`src/rtl/burst_seq_pkg.sv`:
```
package burst_seq_pkg;
  localparam int LEN_W = 3;
  localparam logic [LEN_W-1:0] LEN_FULL = 3'd7;
  localparam int LEN_MAX_POW = 3; // codes 0..3 give 1..8 beats

  typedef struct packed {
    logic       legal;
    logic       full;
  } len_dec_t;
endpackage

```
`src/rtl/bcs_cfg_check.sv`:
```
module bcs_cfg_check
  import burst_seq_pkg::*;
#(
  parameter int COL_W = 8
) (
  input  logic [LEN_W-1:0] len_i,
  input  logic             ilv_i,
  input  logic             single_wr_i,
  input  logic             wr_i,
  output logic [COL_W-1:0] mask_o,
  output logic             full_o,
  output logic             legal_o
);
  len_dec_t dec;
  logic     one_beat;

  always_comb begin
    dec.full  = (len_i == LEN_FULL);
    dec.legal = (int'(len_i) <= LEN_MAX_POW) || (dec.full && !ilv_i);
  end

  assign one_beat = single_wr_i && wr_i;
  assign legal_o  = dec.legal;
  assign full_o   = dec.full && !one_beat;

  always_comb begin
    mask_o = '0;
    if (!one_beat) begin
      if (dec.full) mask_o = '1;
      else if (int'(len_i) <= LEN_MAX_POW)
        mask_o = COL_W'((1 << int'(len_i)) - 1);
    end
  end
endmodule

```
`src/rtl/bcs_beat_ctrl.sv`:
```
module bcs_beat_ctrl #(
  parameter int COL_W = 8
) (
  input  logic             clk_i,
  input  logic             rst_ni,
  input  logic             start_i,
  input  logic             start_wr_i,
  input  logic [COL_W-1:0] start_col_i,
  input  logic             term_i,
  input  logic             legal_i,
  input  logic [COL_W-1:0] mask_i,
  input  logic             full_i,
  input  logic             ilv_i,
  output logic             act_o,
  output logic [COL_W-1:0] base_o,
  output logic [COL_W-1:0] beat_o,
  output logic [COL_W-1:0] mask_o,
  output logic             ilv_o,
  output logic             full_o,
  output logic             wr_o,
  output logic             last_o,
  output logic             err_o
);
  logic             act_q, ilv_q, full_q, wr_q, err_q;
  logic [COL_W-1:0] base_q, beat_q, mask_q;
  logic             at_end;

  assign at_end = !full_q && (beat_q == mask_q);

  always_ff @(posedge clk_i or negedge rst_ni) begin
    if (!rst_ni) begin
      act_q  <= 1'b0;
      ilv_q  <= 1'b0;
      full_q <= 1'b0;
      wr_q   <= 1'b0;
      err_q  <= 1'b0;
      base_q <= '0;
      beat_q <= '0;
      mask_q <= '0;
    end else begin
      err_q <= 1'b0;
      if (start_i) begin
        if (legal_i) begin
          act_q  <= 1'b1;
          base_q <= start_col_i;
          beat_q <= '0;
          mask_q <= mask_i;
          full_q <= full_i;
          ilv_q  <= ilv_i;
          wr_q   <= start_wr_i;
        end else begin
          act_q <= 1'b0;
          wr_q  <= 1'b0;
          err_q <= 1'b1;
        end
      end else if (term_i || (act_q && at_end)) begin
        act_q <= 1'b0;
        wr_q  <= 1'b0;
      end else if (act_q) begin
        beat_q <= beat_q + COL_W'(1);
      end
    end
  end

  assign act_o  = act_q;
  assign base_o = base_q;
  assign beat_o = beat_q;
  assign mask_o = mask_q;
  assign ilv_o  = ilv_q;
  assign full_o = full_q;
  assign wr_o   = wr_q;
  assign last_o = act_q && at_end;
  assign err_o  = err_q;

  AST_ERR_NO_BEAT: assert property (@(posedge clk_i) disable iff (!rst_ni)
    err_q |-> !act_q);
  AST_BEAT_IN_RANGE: assert property (@(posedge clk_i) disable iff (!rst_ni)
    (act_q && !full_q) |-> ((beat_q & ~mask_q) == '0));
endmodule

```
`src/rtl/bcs_addr_gen.sv`:
```
module bcs_addr_gen #(
  parameter int COL_W = 8
) (
  input  logic [COL_W-1:0] base_i,
  input  logic [COL_W-1:0] beat_i,
  input  logic [COL_W-1:0] mask_i,
  input  logic             ilv_i,
  output logic [COL_W-1:0] col_o
);
  logic [COL_W-1:0] seq_off, ilv_off;

  assign seq_off = base_i + beat_i;
  assign ilv_off = base_i ^ beat_i;

  genvar b;
  generate
    for (b = 0; b < COL_W; b++) begin : g_bit
      assign col_o[b] = mask_i[b] ? (ilv_i ? ilv_off[b] : seq_off[b]) : base_i[b];
    end
  endgenerate
endmodule

```
`src/rtl/bcs_lat_pipe.sv`:
```
module bcs_lat_pipe #(
  parameter int CL_MAX = 3,
  parameter int CL_W   = 2
) (
  input  logic            clk_i,
  input  logic            rst_ni,
  input  logic [CL_W-1:0] cl_i,
  input  logic            in_i,
  output logic            out_o
);
  logic stg_q [CL_MAX];
  int   sel;

  always_ff @(posedge clk_i or negedge rst_ni) begin
    if (!rst_ni) stg_q[0] <= 1'b0;
    else         stg_q[0] <= in_i;
  end

  genvar i;
  generate
    for (i = 1; i < CL_MAX; i++) begin : g_stg
      always_ff @(posedge clk_i or negedge rst_ni) begin
        if (!rst_ni) stg_q[i] <= 1'b0;
        else         stg_q[i] <= stg_q[i-1];
      end
    end
  endgenerate

  always_comb begin
    sel = (cl_i == '0) ? 0 : int'(cl_i) - 1;
    if (sel > CL_MAX - 1) sel = CL_MAX - 1;
  end
  assign out_o = stg_q[sel];

  AST_CL1_DELAY: assert property (@(posedge clk_i) disable iff (!rst_ni)
    (cl_i <= CL_W'(1)) |-> (out_o == $past(in_i)));
  AST_CL2_DELAY: assert property (@(posedge clk_i) disable iff (!rst_ni)
    (cl_i == CL_W'(2) && $past(cl_i) == CL_W'(2)) |-> (out_o == $past(in_i, 2)));
endmodule

```
`src/rtl/burst_col_seq.sv`:
```
module burst_col_seq
  import burst_seq_pkg::*;
#(
  parameter int COL_W  = 8,
  parameter int CL_MAX = 3,
  parameter int CL_W   = $clog2(CL_MAX + 1)
) (
  input  logic             clk_i,
  input  logic             rst_ni,
  input  logic [2:0]       cfg_len_i,
  input  logic             cfg_ilv_i,
  input  logic             cfg_single_wr_i,
  input  logic [CL_W-1:0]  cfg_cl_i,
  input  logic             start_i,
  input  logic             start_wr_i,
  input  logic [COL_W-1:0] start_col_i,
  input  logic             term_i,
  output logic [COL_W-1:0] col_o,
  output logic             col_vld_o,
  output logic             col_last_o,
  output logic             col_wr_o,
  output logic             rd_vld_o,
  output logic             cfg_err_o
);
  logic [COL_W-1:0] dec_mask, base, beat, mask;
  logic             dec_full, dec_legal, act, ilv, full, wr, last, err;
  logic [COL_W-1:0] col_raw;

  bcs_cfg_check #(.COL_W(COL_W)) u_cfg (
    .len_i       (cfg_len_i),
    .ilv_i       (cfg_ilv_i),
    .single_wr_i (cfg_single_wr_i),
    .wr_i        (start_wr_i),
    .mask_o      (dec_mask),
    .full_o      (dec_full),
    .legal_o     (dec_legal)
  );

  bcs_beat_ctrl #(.COL_W(COL_W)) u_ctrl (
    .clk_i       (clk_i),
    .rst_ni      (rst_ni),
    .start_i     (start_i),
    .start_wr_i  (start_wr_i),
    .start_col_i (start_col_i),
    .term_i      (term_i),
    .legal_i     (dec_legal),
    .mask_i      (dec_mask),
    .full_i      (dec_full),
    .ilv_i       (cfg_ilv_i),
    .act_o       (act),
    .base_o      (base),
    .beat_o      (beat),
    .mask_o      (mask),
    .ilv_o       (ilv),
    .full_o      (full),
    .wr_o        (wr),
    .last_o      (last),
    .err_o       (err)
  );

  bcs_addr_gen #(.COL_W(COL_W)) u_addr (
    .base_i (base),
    .beat_i (beat),
    .mask_i (mask),
    .ilv_i  (ilv),
    .col_o  (col_raw)
  );

  bcs_lat_pipe #(.CL_MAX(CL_MAX), .CL_W(CL_W)) u_lat (
    .clk_i  (clk_i),
    .rst_ni (rst_ni),
    .cl_i   (cfg_cl_i),
    .in_i   (act && !wr),
    .out_o  (rd_vld_o)
  );

  assign col_o      = act ? col_raw : '0;
  assign col_vld_o  = act;
  assign col_last_o = last;
  assign col_wr_o   = wr;
  assign cfg_err_o  = err;

  AST_LAST_NEEDS_VLD: assert property (@(posedge clk_i) disable iff (!rst_ni)
    col_last_o |-> col_vld_o);
  AST_UPPER_FIXED: assert property (@(posedge clk_i) disable iff (!rst_ni)
    (col_vld_o && $past(col_vld_o) && !$past(start_i) && !full)
      |-> ((col_o & ~mask) == ($past(col_o) & ~mask)));
  AST_SEQ_STEP: assert property (@(posedge clk_i) disable iff (!rst_ni)
    (col_vld_o && $past(col_vld_o) && !$past(start_i) && !ilv)
      |-> (((col_o - $past(col_o)) & mask) == (COL_W'(1) & mask)));
  AST_SINGLE_WR: assert property (@(posedge clk_i) disable iff (!rst_ni)
    (start_i && start_wr_i && cfg_single_wr_i && !(cfg_ilv_i && cfg_len_i == LEN_FULL)
      && (int'(cfg_len_i) <= LEN_MAX_POW || cfg_len_i == LEN_FULL))
      |=> (col_last_o && col_wr_o));
  AST_REJECT: assert property (@(posedge clk_i) disable iff (!rst_ni)
    (start_i && cfg_ilv_i && cfg_len_i == LEN_FULL) |=> (!col_vld_o && cfg_err_o));
  AST_TERM: assert property (@(posedge clk_i) disable iff (!rst_ni)
    (term_i && !start_i) |=> !col_vld_o);
endmodule

```
`config.mk`:
```
export PLATFORM = sky130hd
export DESIGN_NAME = burst_col_seq
export DESIGN_NICKNAME = d
export VERILOG_FILES = /design/src/rtl/burst_seq_pkg.sv /design/src/rtl/bcs_cfg_check.sv /design/src/rtl/bcs_beat_ctrl.sv /design/src/rtl/bcs_addr_gen.sv /design/src/rtl/bcs_lat_pipe.sv /design/src/rtl/burst_col_seq.sv
export SDC_FILE = /design/constraint.sdc
export NUM_CORES = 1
export LEC_CHECK = 0
export BUFFER_PORTS_ARGS = -buffer_cell sky130_fd_sc_hd__buf_2
export CAP_MARGIN = 20
export CORE_MARGIN = 3
export CORE_UTILIZATION = 45
export DETAILED_ROUTE_END_ITERATION = 12
export HOLD_SLACK_MARGIN = 0.1
export PLACE_DENSITY = 0.75
export SETUP_SLACK_MARGIN = 0.4
export SYNTH_ARGS = -nofsm -noshare
export SYNTH_HDL_FRONTEND = slang
export SYNTH_SLANG_ARGS = --single-unit
export TNS_END_PERCENT = 10
```
`constraint.sdc`:
```
create_clock -name clk_i -period 2.9 [get_ports clk_i]
set_input_delay 0.725 -clock clk_i [delete_from_list [all_inputs] [get_ports clk_i]]
set_output_delay 0.725 -clock clk_i [all_outputs]
set_load 0.01 [all_outputs]
```
==> results of run 1 <==
-- state kept, by name, indices dropped and copies added, names as in the netlist --
| name | cells |
|---|---|
| u_ctrl.base_o | 8 |
| u_ctrl.beat_o | 8 |
| u_ctrl.mask_o | 8 |
| u_lat.stg_q | 3 |
| u_ctrl.act_o | 1 |
| u_ctrl.err_o | 1 |
| u_ctrl.full_o | 1 |
| u_ctrl.ilv_o | 1 |
| u_ctrl.wr_o | 1 |
-- placed cells by master (no fill, tap or decap), drive strengths merged, types with 3 or more instances in the layout --
cell type	count
nand2	16
clkbuf	8
a311oi	3
nor2	10
nand4	3
buf	49
o311ai	3
nand3	5
o211ai	4
or3	4
a21oi	8
xnor2	9
dfrtp	32
mux2i	6
ha	8
inv	4
o21ai	14
o31ai	4
mux2	9
a21o	8
-- area by class of cell --
type / instances / share of cell area [%]
Clock buffer: 8 / 3.85
Inverter: 4 / 0.641
Multi-Input combinational cell: 134 / 46.2
Sequential cell: 32 / 34.5
Tap cell: 48 / 2.56
Timing Repair Buffer: 49 / 12.3
-- worst max-delay path, stage by stage (launching register included) --
cell and delay, ns:
sky130_fd_sc_hd__dfrtp_1 0.41, sky130_fd_sc_hd__ha_1 0.31, sky130_fd_sc_hd__a21o_1 0.17, sky130_fd_sc_hd__o21ai_2 0.09, sky130_fd_sc_hd__a311oi_2 0.26, sky130_fd_sc_hd__mux2i_1 0.27
sky130_fd_sc_hd__mux2i_1 0.20, sky130_fd_sc_hd__buf_2 0.14
-- metrics by stage --
step                hold slack [ns]  total power, µW  util (%)
global placement              0.356              776      55.7
finish                        0.367             1170      62.1
global route                  0.393             1240      62.1
floorplan                     0.353              699         -
CTS                           0.375             1170      61.7
detailed placement            0.365              784      55.7
-- path summary, 6_finish.rpt --
| check | depth (start not counted) | startpoint | to | slack (ns) |
|---|---|---|---|---|
| worst max-delay path | 7 | u_ctrl.base_o[1] | col_o[7] | 0.04 |
| worst min-delay path | 0 | u_lat.stg_q[1] | u_lat.stg_q[0] | 0.37 |
| worst max register to register | 6 | u_ctrl.act_o | u_ctrl.beat_o[1] | 0.98 |
| worst min register to register | 0 | u_lat.stg_q[1] | u_lat.stg_q[0] | 0.37 |
| max in group asynchronous | 1 | rst_ni | u_ctrl.beat_o[6] | 1.89 |
| min in group asynchronous | 1 | rst_ni | u_ctrl.base_o[6] | 0.48 |
-- power by group through the flow --
stage / clock network [µW] / registers [µW] / logic (µW)
3_3_place_gp: 0 / 543 / 233
2_1_floorplan: 0 / 531 / 168
4_1_cts: 360 / 533 / 281
6_report: 353 / 535 / 286
5_1_grt: 381 / 540 / 320
3_5_place_dp: 0 / 545 / 239
-- kinds of logic (layout without fill, tap and decap cells) --
family                   Yosys count  count (layout)  share of synthesized area (%)
AO/OA/AOI/OAI                     51              51                           19.3
XOR/XNOR                          10              10                           4.83
adder cells (fa/ha/maj)            9               9                           6.62
buffers and inverters              9              61                           2.41
flip-flops                        32              32                           44.1
multiplexers                      15              15                           8.90
AND/OR/NAND/NOR                   49              49                           13.8
-- per-layer routing --
metal | up-vias | wire length, µm | track usage, %
li1 | 752 | - | -
met4 | 0 | 64 | 6.51
met5 | - | 0 | 0
met2 | 44 | 2230 | 33.1
met1 | 763 | 1920 | 24.6
met3 | 8 | 264 | 5.07
-- repair_timing --
| item | CTS | global route |
|---|---|---|
| endpoints found under the hold margin | 0 | 0 |
| gates resized for setup | 10 | 3 |
| setup buffers | 12 | 0 |
| pin swaps | 10 | 4 |
| endpoints found under the setup margin | 7 | 7 |
==> parameters.txt, run 1 <==
Parameter                              Value

Floorplan
  FP Rows    22
  Placeable Area    0.00377 mm²
  Initial cell density of the core    48.1%
  Vertical die dimension    69.5 µm
  Number of top-level pins    33
  Chip width    69.5 µm
  Overall die area    0.00483 mm²

Worst setup path
  Crit Path Max Fanout    3
  Critical path capture point type    output port
  Data required time of the worst path    2.17 ns
  Kind of critical path    reg -> out
  Worst EP arrival    2.13 ns
  Nature of the critical path startpoint    flop

Final layout
  Register area    807 µm²
  Combined area of the multi-input logic cells    0.00108 mm²
  Number of fill cells    344
  Non-filler cells, final    275
  Area Growth Syn to Fin    29.1%
  Share of cells above drive strength 1    41.0%
  Cell area after layout    0.00234 mm²
  Post-layout net count    255
  Antenna cell count    0

Detailed routing
  DR DRC count    0
  Total length of routed wires    4.47 mm
  Vias per cell    5.70
  Iteration-0 DRC Markers    69
  Total number of vias    1,567
  Pre-Repair DR Iteration Count    4
  ANT nets after route    0
  Wire per inst    16.3 µm

Timing
  Post-layout min period    2.86 ns
  Hold Violations, Final    0
  Transition time at the pin with the least slew margin    0.721 ns
  Setup Viol. Count Final    0
  Number of max-slew violations in the final report    0
  Timing-limited maximum frequency    0.350 GHz
  Final worst-path setup slack    0.0409 ns
  Relative slew margins    51.9%
  Unrepaired setup endpoints after global routing    true
  Largest clock skew in the final design    0.00956 ns
  Sum of negative setup slack    0 ns
  Final worst path period share    98.6%

Global routing
  Number of antenna violations at the first check in global routing    0
  Pin count of the biggest net entering global routing    33
  Total Routing Usage GR    19.7%
  Wire length of the first global-routing pass    7.65 mm
  Total gr overflow    0
  Number of global-route vias before repair    1,598

Synthesis
  Number of enable-type register cells in the synthesized netlist    0
  Flip-flop cell with the highest count after synthesis    sky130_fd_sc_hd__dfrtp_1
  Yosys warning count    0
  Leading post-synthesis cells by cell area    sky130_fd_sc_hd__dfrtp_1 (44%), sky130_fd_sc_hd__mux2_2 (5.6%), sky130_fd_sc_hd__ha_1 (5.5%)
  Area share of the largest cell type after synthesis    44.1%
  Proportion of synthesized chip area in sequential cells    44.1%
  Gate count after technology mapping    175
  Biggest area consumer among synthesized cells    sky130_fd_sc_hd__dfrtp_1
  Synthesized cell area    0.00181 mm²
  Number of register bits inferred by synthesis    32
  Post-synthesis cell type count    41
  Syn Nets    204
  Top cell types by occurrence after synthesis    sky130_fd_sc_hd__dfrtp_1 (32), sky130_fd_sc_hd__nand2_1 (16), sky130_fd_sc_hd__o21ai_0 (12)
  Most common cell in the synthesized netlist    sky130_fd_sc_hd__dfrtp_1
  Post-synth ARST share    100%
  Mean area per synthesized cell    10.4 µm²

Placed design
  IO buf count    32
  Count of placed standard cells including taps    255
  Post-Place Setup Slack    0.227 ns
  Detailed Place HPWL    3.01 mm
  Weighted congestion at the end of routability-driven global placement    0.795
  Instance area at placement    0.00210 mm²

Run
  Max Cap Violations    0

Power and ir drop
  Sequential Power Share    45.5%
  Int Power    825 µW
  Share of total power in combinational logic    24.4%
  Standby leakage power    0.00108 µW
  Worst supply voltage drop on vdd    270 µV
  Switching portion of total power    29.8%
  Clock power share    30.0%
  Net load switching power    349 µW
  Power per Cell Area    501 mW/mm²

CTS
  Clock Root Buffer    sky130_fd_sc_hd__clkbuf_8
  CTS buffer count    5
  Deepest level of the CTS H-tree    2
  Later-pin clock latency in the skew report    0.28 ns
  # clock sinks    32
  Clock-pin transition on the worst setup and hold timing paths    0.06 ns
  Maximum buffer depth of the clock tree    2
  CTS tree    done
  Hold buffer count at cts    0

Min path
  Classification of the worst-slack hold path    reg -> reg

Status
  Status    finished, final reports clean
(Power assumes the default switching activity.)
==> run 2, diff against run 1 <==
CTS_CLUSTER_SIZE = 30   (was default)
PLACE_DENSITY = 0.74   (was 0.75)
SYNTH_HIERARCHICAL = 1   (was default)
==> run 2 against run 1 <==
  * The run now ends with setup timing left
  * Clock-buffer cell count is the same
  * Area after synthesis up 19%
  * Non-clock buffer count grew 6
  * Worst hold slack gained 0.018 ns
  * Core utilization decreased by 0.92 points
  * Flip-flop and latch count unchanged
  * Via count is 22% higher
  * Synthesized cell count is 26% higher
  * Maximum frequency fell by 12%
  * Highest routed layer unchanged
  * Clock skew fell by 0.0017 ns
  * Register-to-register slack gained 0.02 ns
  * Critical endpoint is now col_o[6]
  * Combinational power rose by 66%
==> parameters.txt, run 2 <==
Parameter                              Value

Status
  Status    complete, but fails checks
  Failing checks    setup timing

Power and ir drop
  Standby leakage power    0.00125 µW
  Worst supply voltage drop on vdd    257 µV
  Power per Cell Area    507 mW/mm²

CTS
  Maximum buffer depth of the clock tree    2
  Clock-pin transition on the worst setup and hold timing paths    0.07 ns
  CTS buffer count    5
  Clock Root Buffer    sky130_fd_sc_hd__clkbuf_8
  # clock sinks    32
  Hold buffer count at cts    0
  Deepest level of the CTS H-tree    2
  CTS tree    done
  Later-pin clock latency in the skew report    0.29 ns

Timing
  Final worst path period share    113%
  Relative slew margins    50.6%
  Largest clock skew in the final design    0.00786 ns
  Timing-limited maximum frequency    0.307 GHz
  Unrepaired setup endpoints after global routing    true
  Hold Violations, Final    0
  Post-layout min period    3.26 ns
  Number of max-slew violations in the final report    0
  Setup Viol. Count Final    4
  Final worst-path setup slack    -0.363 ns
  Transition time at the pin with the least slew margin    0.741 ns

Global routing
  Total Routing Usage GR    19.5%
  Number of antenna violations at the first check in global routing    0
  Wire length of the first global-routing pass    8.15 mm
  Pin count of the biggest net entering global routing    33
  Total gr overflow    0
  Number of global-route vias before repair    1,751

Synthesis
  Post-synth ARST share    100%
  Number of register bits inferred by synthesis    32
  Post-synthesis cell type count    51
  Synthesized cell area    0.00215 mm²
  Proportion of synthesized chip area in sequential cells    37.2%
  Leading post-synthesis cells by cell area    sky130_fd_sc_hd__dfrtp_1 (37%), sky130_fd_sc_hd__mux2_2 (10%), sky130_fd_sc_hd__ha_1 (5.2%)
  Mean area per synthesized cell    9.79 µm²
  Biggest area consumer among synthesized cells    sky130_fd_sc_hd__dfrtp_1
  Yosys warning count    6
  Syn Nets    250
  Top cell types by occurrence after synthesis    sky130_fd_sc_hd__dfrtp_1 (32), sky130_fd_sc_hd__mux2_2 (20), sky130_fd_sc_hd__nand2_1 (20)
  Most common cell in the synthesized netlist    sky130_fd_sc_hd__dfrtp_1
  Number of enable-type register cells in the synthesized netlist    0
  Flip-flop cell with the highest count after synthesis    sky130_fd_sc_hd__dfrtp_1
  Gate count after technology mapping    220
  Area share of the largest cell type after synthesis    37.2%

Detailed routing
  Total length of routed wires    5.27 mm
  ANT nets after route    0
  Total number of vias    1,916
  Vias per cell    5.86
  Wire per inst    16.1 µm
  DR DRC count    0
  Iteration-0 DRC Markers    136
  Pre-Repair DR Iteration Count    5

Floorplan
  Chip width    75.2 µm
  Overall die area    0.00565 mm²
  Number of top-level pins    33
  Vertical die dimension    75.2 µm
  Placeable Area    0.00447 mm²
  FP Rows    24
  Initial cell density of the core    48.1%

Worst setup path
  Max stage delay cell, worst path    sky130_fd_sc_hd__dfrtp_1
  Critical path capture point type    output port
  Nature of the critical path startpoint    flop
  Worst EP arrival    2.54 ns
  Critical-path cell list    ha_2 > inv_2 > fa_2 > or2b_1 > a211oi_2 > a31oi_1 > xnor2_1 > mux2_4 > and2_4 > buf_6
  Crit Path Max Fanout    2
  Data required time of the worst path    2.17 ns
  Kind of critical path    reg -> out
  CP max stage delay    0.35 ns

Placed design
  Count of placed standard cells including taps    317
  Post-Place Setup Slack    -0.0965 ns
  Weighted congestion at the end of routability-driven global placement    0.894
  IO buf count    32
  Detailed Place HPWL    3.59 mm

Final layout
  Most common cell after layout, fill and taps aside    sky130_fd_sc_hd__dfrtp_1
  Post-layout net count    304
  Non-filler cells, final    327
  Combined area of the multi-input logic cells    0.00138 mm²
  Final core occ    61.2%
  Area Growth Syn to Fin    27.1%
  Most frequent cells in the layout    sky130_fd_sc_hd__dfrtp_1 (32), sky130_fd_sc_hd__buf_2 (27), sky130_fd_sc_hd__buf_4 (20), sky130_fd_sc_hd__nand2_1 (20), sky130_fd_sc_hd__mux2_2 (19)
  Register area    801 µm²
  Number of fill cells    359
  Share of cells above drive strength 1    42.5%
  Antenna cell count    0

Min path
  Classification of the worst-slack hold path    reg -> reg

Run
  Max Cap Violations    0
==> run 2: changes by cell type in the layout (fill, tap and decap cells not counted), sizes merged, moves of 5 or more <==
cell,delta
a21o,-7
a31oi,+5
and2,+7
buf,+6
mux2,+11
xor2,+7
==> run 2: through the flow <==
step | cell area (µm²) | power [µW] | TNS (ns) | hold WS [ns]
after floorplan | 2160 | 816 | 0 | 0.353
after global placement | 2500 | 956 | -0.0462 | 0.363
after detailed placement | 2500 | 967 | -0.147 | 0.373
after CTS | 2690 | 1370 | -0.863 | 0.388
after global routing | 2740 | 1470 | -1.10 | 0.398
final | 2740 | 1390 | -0.770 | 0.385
==> run 2: repair_timing <==
| item | CTS | global route |
|---|---|---|
| cloned | 0 | 0 |
| resized for setup | 17 | 10 |
| buffers inserted | 1 | 1 |
| pin swaps | 14 | 10 |
| setup endpoints to repair | 8 | 8 |
==> run 2: final timing paths <==
| path | cells after the start | slack [ns] | startpoint | end |
|---|---|---|---|---|
| min reg2reg | 0 | 0.39 | u_lat/stg_q[1] | u_lat/stg_q[0] |
| max | 10 | -0.36 | u_ctrl/base_o[0] | col_o[6] |
| min in group asynchronous | 1 | 0.49 | rst_ni | u_ctrl/beat_o[7] |
| min | 0 | 0.39 | u_lat/stg_q[1] | u_lat/stg_q[0] |
| max reg2reg | 6 | 1.00 | u_ctrl/beat_o[4] | u_ctrl/beat_o[4] |
| max in group asynchronous | 1 | 1.93 | rst_ni | u_ctrl/mask_o[3] |
==> run 2: power breakdown <==
group	internal, µW	leakage [µW]	switching (µW)	total, µW
combinational	245	0.000798	230	475
clock	194	0.0000455	169	363
sequential	497	0.000407	54.5	551
total	935	0.00125	454	1390
==> run 2: kinds of logic (layout without fill, tap and decap cells) <==
logic type | after synthesis | count (layout) | synth area share (%)
AND/OR/NAND/NOR | 69 | 69 | 18.7
AO/OA/AOI/OAI | 54 | 54 | 16.0
flip-flops | 32 | 32 | 37.2
multiplexers | 22 | 22 | 11.4
XOR/XNOR | 16 | 16 | 6.51
buffers and inverters | 16 | 71 | 3.54
adder cells (fa/ha/maj) | 11 | 11 | 6.68
==> run 2: cell type report <==
type | instances | area share, %
sequential | 32 | 29.3
clock buffer | 8 | 3.29
multi-input combinational | 172 | 50.3
tap | 52 | 2.38
inverter | 8 | 1.10
timing repair buffer | 55 | 13.7
==> run 2: per-layer routing <==
| layer | vias to the layer above | share of wire, % | global-route usage [%] |
|---|---|---|---|
| met5 | - | 0 | 0 |
| met4 | 0 | 2.1 | 9.13 |
| met3 | 13 | 6.0 | 4.54 |
| met2 | 57 | 49 | 31.4 |
| met1 | 949 | 43 | 24.7 |
| li1 | 897 | - | - |
==> run 2: worst max-delay path, delay by kind of cell (launching register included) <==
kind,cells,cell delay [ns]
compound gates,2,0.42
mux,1,0.26
simple gates,2,0.40
fa+ha+maj,2,0.51
buf+inv,2,0.15
xor+xnor,1,0.16
flops,1,0.35
==> run 3, diff against run 2 <==
ABC_AREA = 1   (was default)
CTS_BUF_LIST = sky130_fd_sc_hd__clkbuf_4 sky130_fd_sc_hd__clkbuf_8   (was default)
PLACE_DENSITY = 0.73   (was 0.74)
==> run 3 against run 2 <==
  * The run now ends clean
  * Wire length is 5.1% lower
  * Largest power group unchanged
  * Global-route usage is 0.13 points lower
  * Design area is 5.5% lower
  * Non-clock buffer count is 17 lower
  * Critical path depth stayed put
  * Register-to-register slack better by 0.30 ns
  * Clock-buffer cell count is 1 lower
  * Area after synthesis is 1.9% higher
  * Clock skew is 0.0043 ns lower
==> parameters.txt, run 3 <==
Parameter                              Value

Power and ir drop
  Worst supply voltage drop on vdd    208 µV
  Standby leakage power    0.00145 µW
  Power per Cell Area    497 mW/mm²

CTS
  Clock Root Buffer    sky130_fd_sc_hd__clkbuf_8
  Maximum buffer depth of the clock tree    2
  Clock-pin transition on the worst setup and hold timing paths    0.06 ns
  # clock sinks    32
  Deepest level of the CTS H-tree    2
  CTS tree    done
  Later-pin clock latency in the skew report    0.29 ns
  CTS buffer count    5

Worst setup path
  Nature of the critical path startpoint    flop
  Kind of critical path    reg -> out
  Reg-to-reg slack, setup    1.30 ns
  Crit Path Max Fanout    2
  Critical R2R Capture    u_ctrl/beat_o[6]
  Startpoint of the worst-slack reg-to-reg timing path    u_ctrl/beat_o[3]
  Critical path capture point type    output port
  Reg2reg path depth    10
  Data required time of the worst path    2.17 ns
  Worst EP arrival    1.98 ns

Synthesis
  Number of enable-type register cells in the synthesized netlist    0
  Mean area per synthesized cell    7.32 µm²
  Yosys warning count    6
  Leading post-synthesis cells by cell area    sky130_fd_sc_hd__dfrtp_1 (36%), sky130_fd_sc_hd__nand2_1 (15%), sky130_fd_sc_hd__inv_1 (8.6%)
  Area share of the largest cell type after synthesis    36.5%
  Flip-flop cell with the highest count after synthesis    sky130_fd_sc_hd__dfrtp_1
  Most common cell in the synthesized netlist    sky130_fd_sc_hd__nand2_1
  Top cell types by occurrence after synthesis    sky130_fd_sc_hd__nand2_1 (89), sky130_fd_sc_hd__inv_1 (50), sky130_fd_sc_hd__dfrtp_1 (32)
  Synthesized cell area    0.00219 mm²
  Gate count after technology mapping    300
  Biggest area consumer among synthesized cells    sky130_fd_sc_hd__dfrtp_1
  Number of register bits inferred by synthesis    32
  Proportion of synthesized chip area in sequential cells    36.5%
  Syn Nets    330
  Post-synth ARST share    100%
  Post-synthesis cell type count    30

Global routing
  Wire length of the first global-routing pass    8.34 mm
  Number of antenna violations at the first check in global routing    0
  Met3 track demand over resource in global routing    4.22%
  Met1 track demand over resource    23.9%
  Busiest layer in global routing    met2
  Total Routing Usage GR    19.4%
  Number of global-route vias before repair    1,900
  Global-route met2 utilization    31.7%
  Pin count of the biggest net entering global routing    33
  Total gr overflow    0

Floorplan
  Number of top-level pins    33
  Overall die area    0.00575 mm²
  Chip width    75.8 µm
  Placeable Area    0.00453 mm²
  FP Rows    24
  Vertical die dimension    75.8 µm
  Initial cell density of the core    48.4%

Timing
  Sum of negative setup slack    0 ns
  Setup Viol. Count Final    0
  Transition time at the pin with the least slew margin    0.716 ns
  Unrepaired setup endpoints after global routing    true
  Final worst path period share    93.1%
  Timing-limited maximum frequency    0.370 GHz
  Number of max-slew violations in the final report    0
  Largest clock skew in the final design    0.00353 ns
  Hold Violations, Final    0
  Post-layout min period    2.70 ns
  Relative slew margins    52.3%

Placed design
  Weighted congestion at the end of routability-driven global placement    0.899
  Count of placed standard cells including taps    396
  IO buf count    32
  Detailed Place HPWL    3.65 mm

Detailed routing
  Total number of vias    1,991
  Pre-Repair DR Iteration Count    4
  Vias per cell    4.92
  Iteration-0 DRC Markers    116
  Wire per inst    12.3 µm
  ANT nets after route    0
  DR DRC count    0
  Total length of routed wires    5.00 mm

Run
  Max Cap Violations    0

Final layout
  Share of cells above drive strength 1    23.8%
  Number of fill cells    421
  Non-filler cells, final    405
  Most frequent cells in the layout    sky130_fd_sc_hd__nand2_1 (89), sky130_fd_sc_hd__inv_1 (50), sky130_fd_sc_hd__buf_2 (32)
  Register area    805 µm²
  Post-layout net count    370
  Area Growth Syn to Fin    17.9%
  Antenna cell count    0
  Most common cell after layout, fill and taps aside    sky130_fd_sc_hd__nand2_1
  Combined area of the multi-input logic cells    0.00120 mm²
  Final core occ    57.1%

Min path
  Classification of the worst-slack hold path    reg -> reg
  Worst hold endpoint    u_lat/stg_q[0]
  Beginning of the worst hold path    u_lat/stg_q[1]
  Cell depth of the worst hold path    0

Status
  Status    finished, final reports clean
[run 3: cell type report]
cell class | count | area share, %
Multi-Input combinational cell | 209 | 46.3
Timing Repair Buffer | 38 | 7.93
Inverter | 54 | 7.83
Tap cell | 65 | 3.14
Clock buffer | 7 | 3.72
Sequential cell | 32 | 31.1
[run 3: worst max path at each step]
| stage | startpoint | endpoint | slack, ns |
|---|---|---|---|
| after CTS | u_ctrl/base_o[0] | col_o[4] | 0.20 |
| after detailed placement | u_ctrl/beat_o[0] | col_o[4] | 0.29 |
| final | u_ctrl/base_o[0] | col_o[4] | 0.20 |
| after global placement | u_ctrl/beat_o[0] | col_o[4] | 0.36 |
| after global routing | u_ctrl/beat_o[6] | col_o[7] | 0.06 |
| after floorplan | u_ctrl/beat_o[0] | col_o[4] | 0.53 |
[run 3: logic make-up (layout without fill, tap and decap cells)]
kind of cell	count (synthesis)	in the layout	share of synthesized area, %
buf+inv	59	99	10.9
compound gates	27	27	6.84
mux	12	12	6.16
flops	32	32	36.5
xor+xnor	5	5	2.00
simple gates	155	155	31.6
fa+ha+maj	10	10	6.04
[run 3: power by group]
| part | internal [µW] | switching, µW |
|---|---|---|
| clock network | 211 | 158 |
| logic | 160 | 206 |
| registers | 499 | 53.8 |
[run 3: worst max-delay path, cell delays in order (launching register included)]
cell	delay, ns
sky130_fd_sc_hd__dfrtp_1	0.37
sky130_fd_sc_hd__ha_2	0.19
sky130_fd_sc_hd__inv_1	0.05
sky130_fd_sc_hd__fa_2	0.35
sky130_fd_sc_hd__o21ai_2	0.15
sky130_fd_sc_hd__nand2_1	0.08
sky130_fd_sc_hd__xor2_1	0.15
sky130_fd_sc_hd__a21oi_1	0.12
sky130_fd_sc_hd__nand2_1	0.07
sky130_fd_sc_hd__inv_1	0.05
sky130_fd_sc_hd__buf_2	0.11
[run 3: metrics by stage]
step	power (µW)	area, µm²	hold slack (ns)	worst slack [ns]
after floorplan	796	2190	0.354	0.529
after global placement	889	2430	0.358	0.361
after detailed placement	901	2430	0.364	0.289
after CTS	1290	2560	0.378	0.204
after global routing	1380	2590	0.386	0.0583
final	1290	2590	0.375	0.199
[run 3: what timing repair did]
| item | in CTS | in global routing |
|---|---|---|
| hold buffers | 0 | 0 |
| pin swaps | 1 | 0 |
| setup endpoints to repair | 7 | 7 |
| gates cloned | 0 | 0 |
| gates resized for setup | 4 | 4 |
| buffers inserted | 2 | 0 |
[run 3: per-layer routing]
metal | wire length [µm] | share of wire, %
met1 | 2180 | 44
met2 | 2400 | 48
met3 | 263 | 5.3
met4 | 165 | 3.3
met5 | 0 | 0
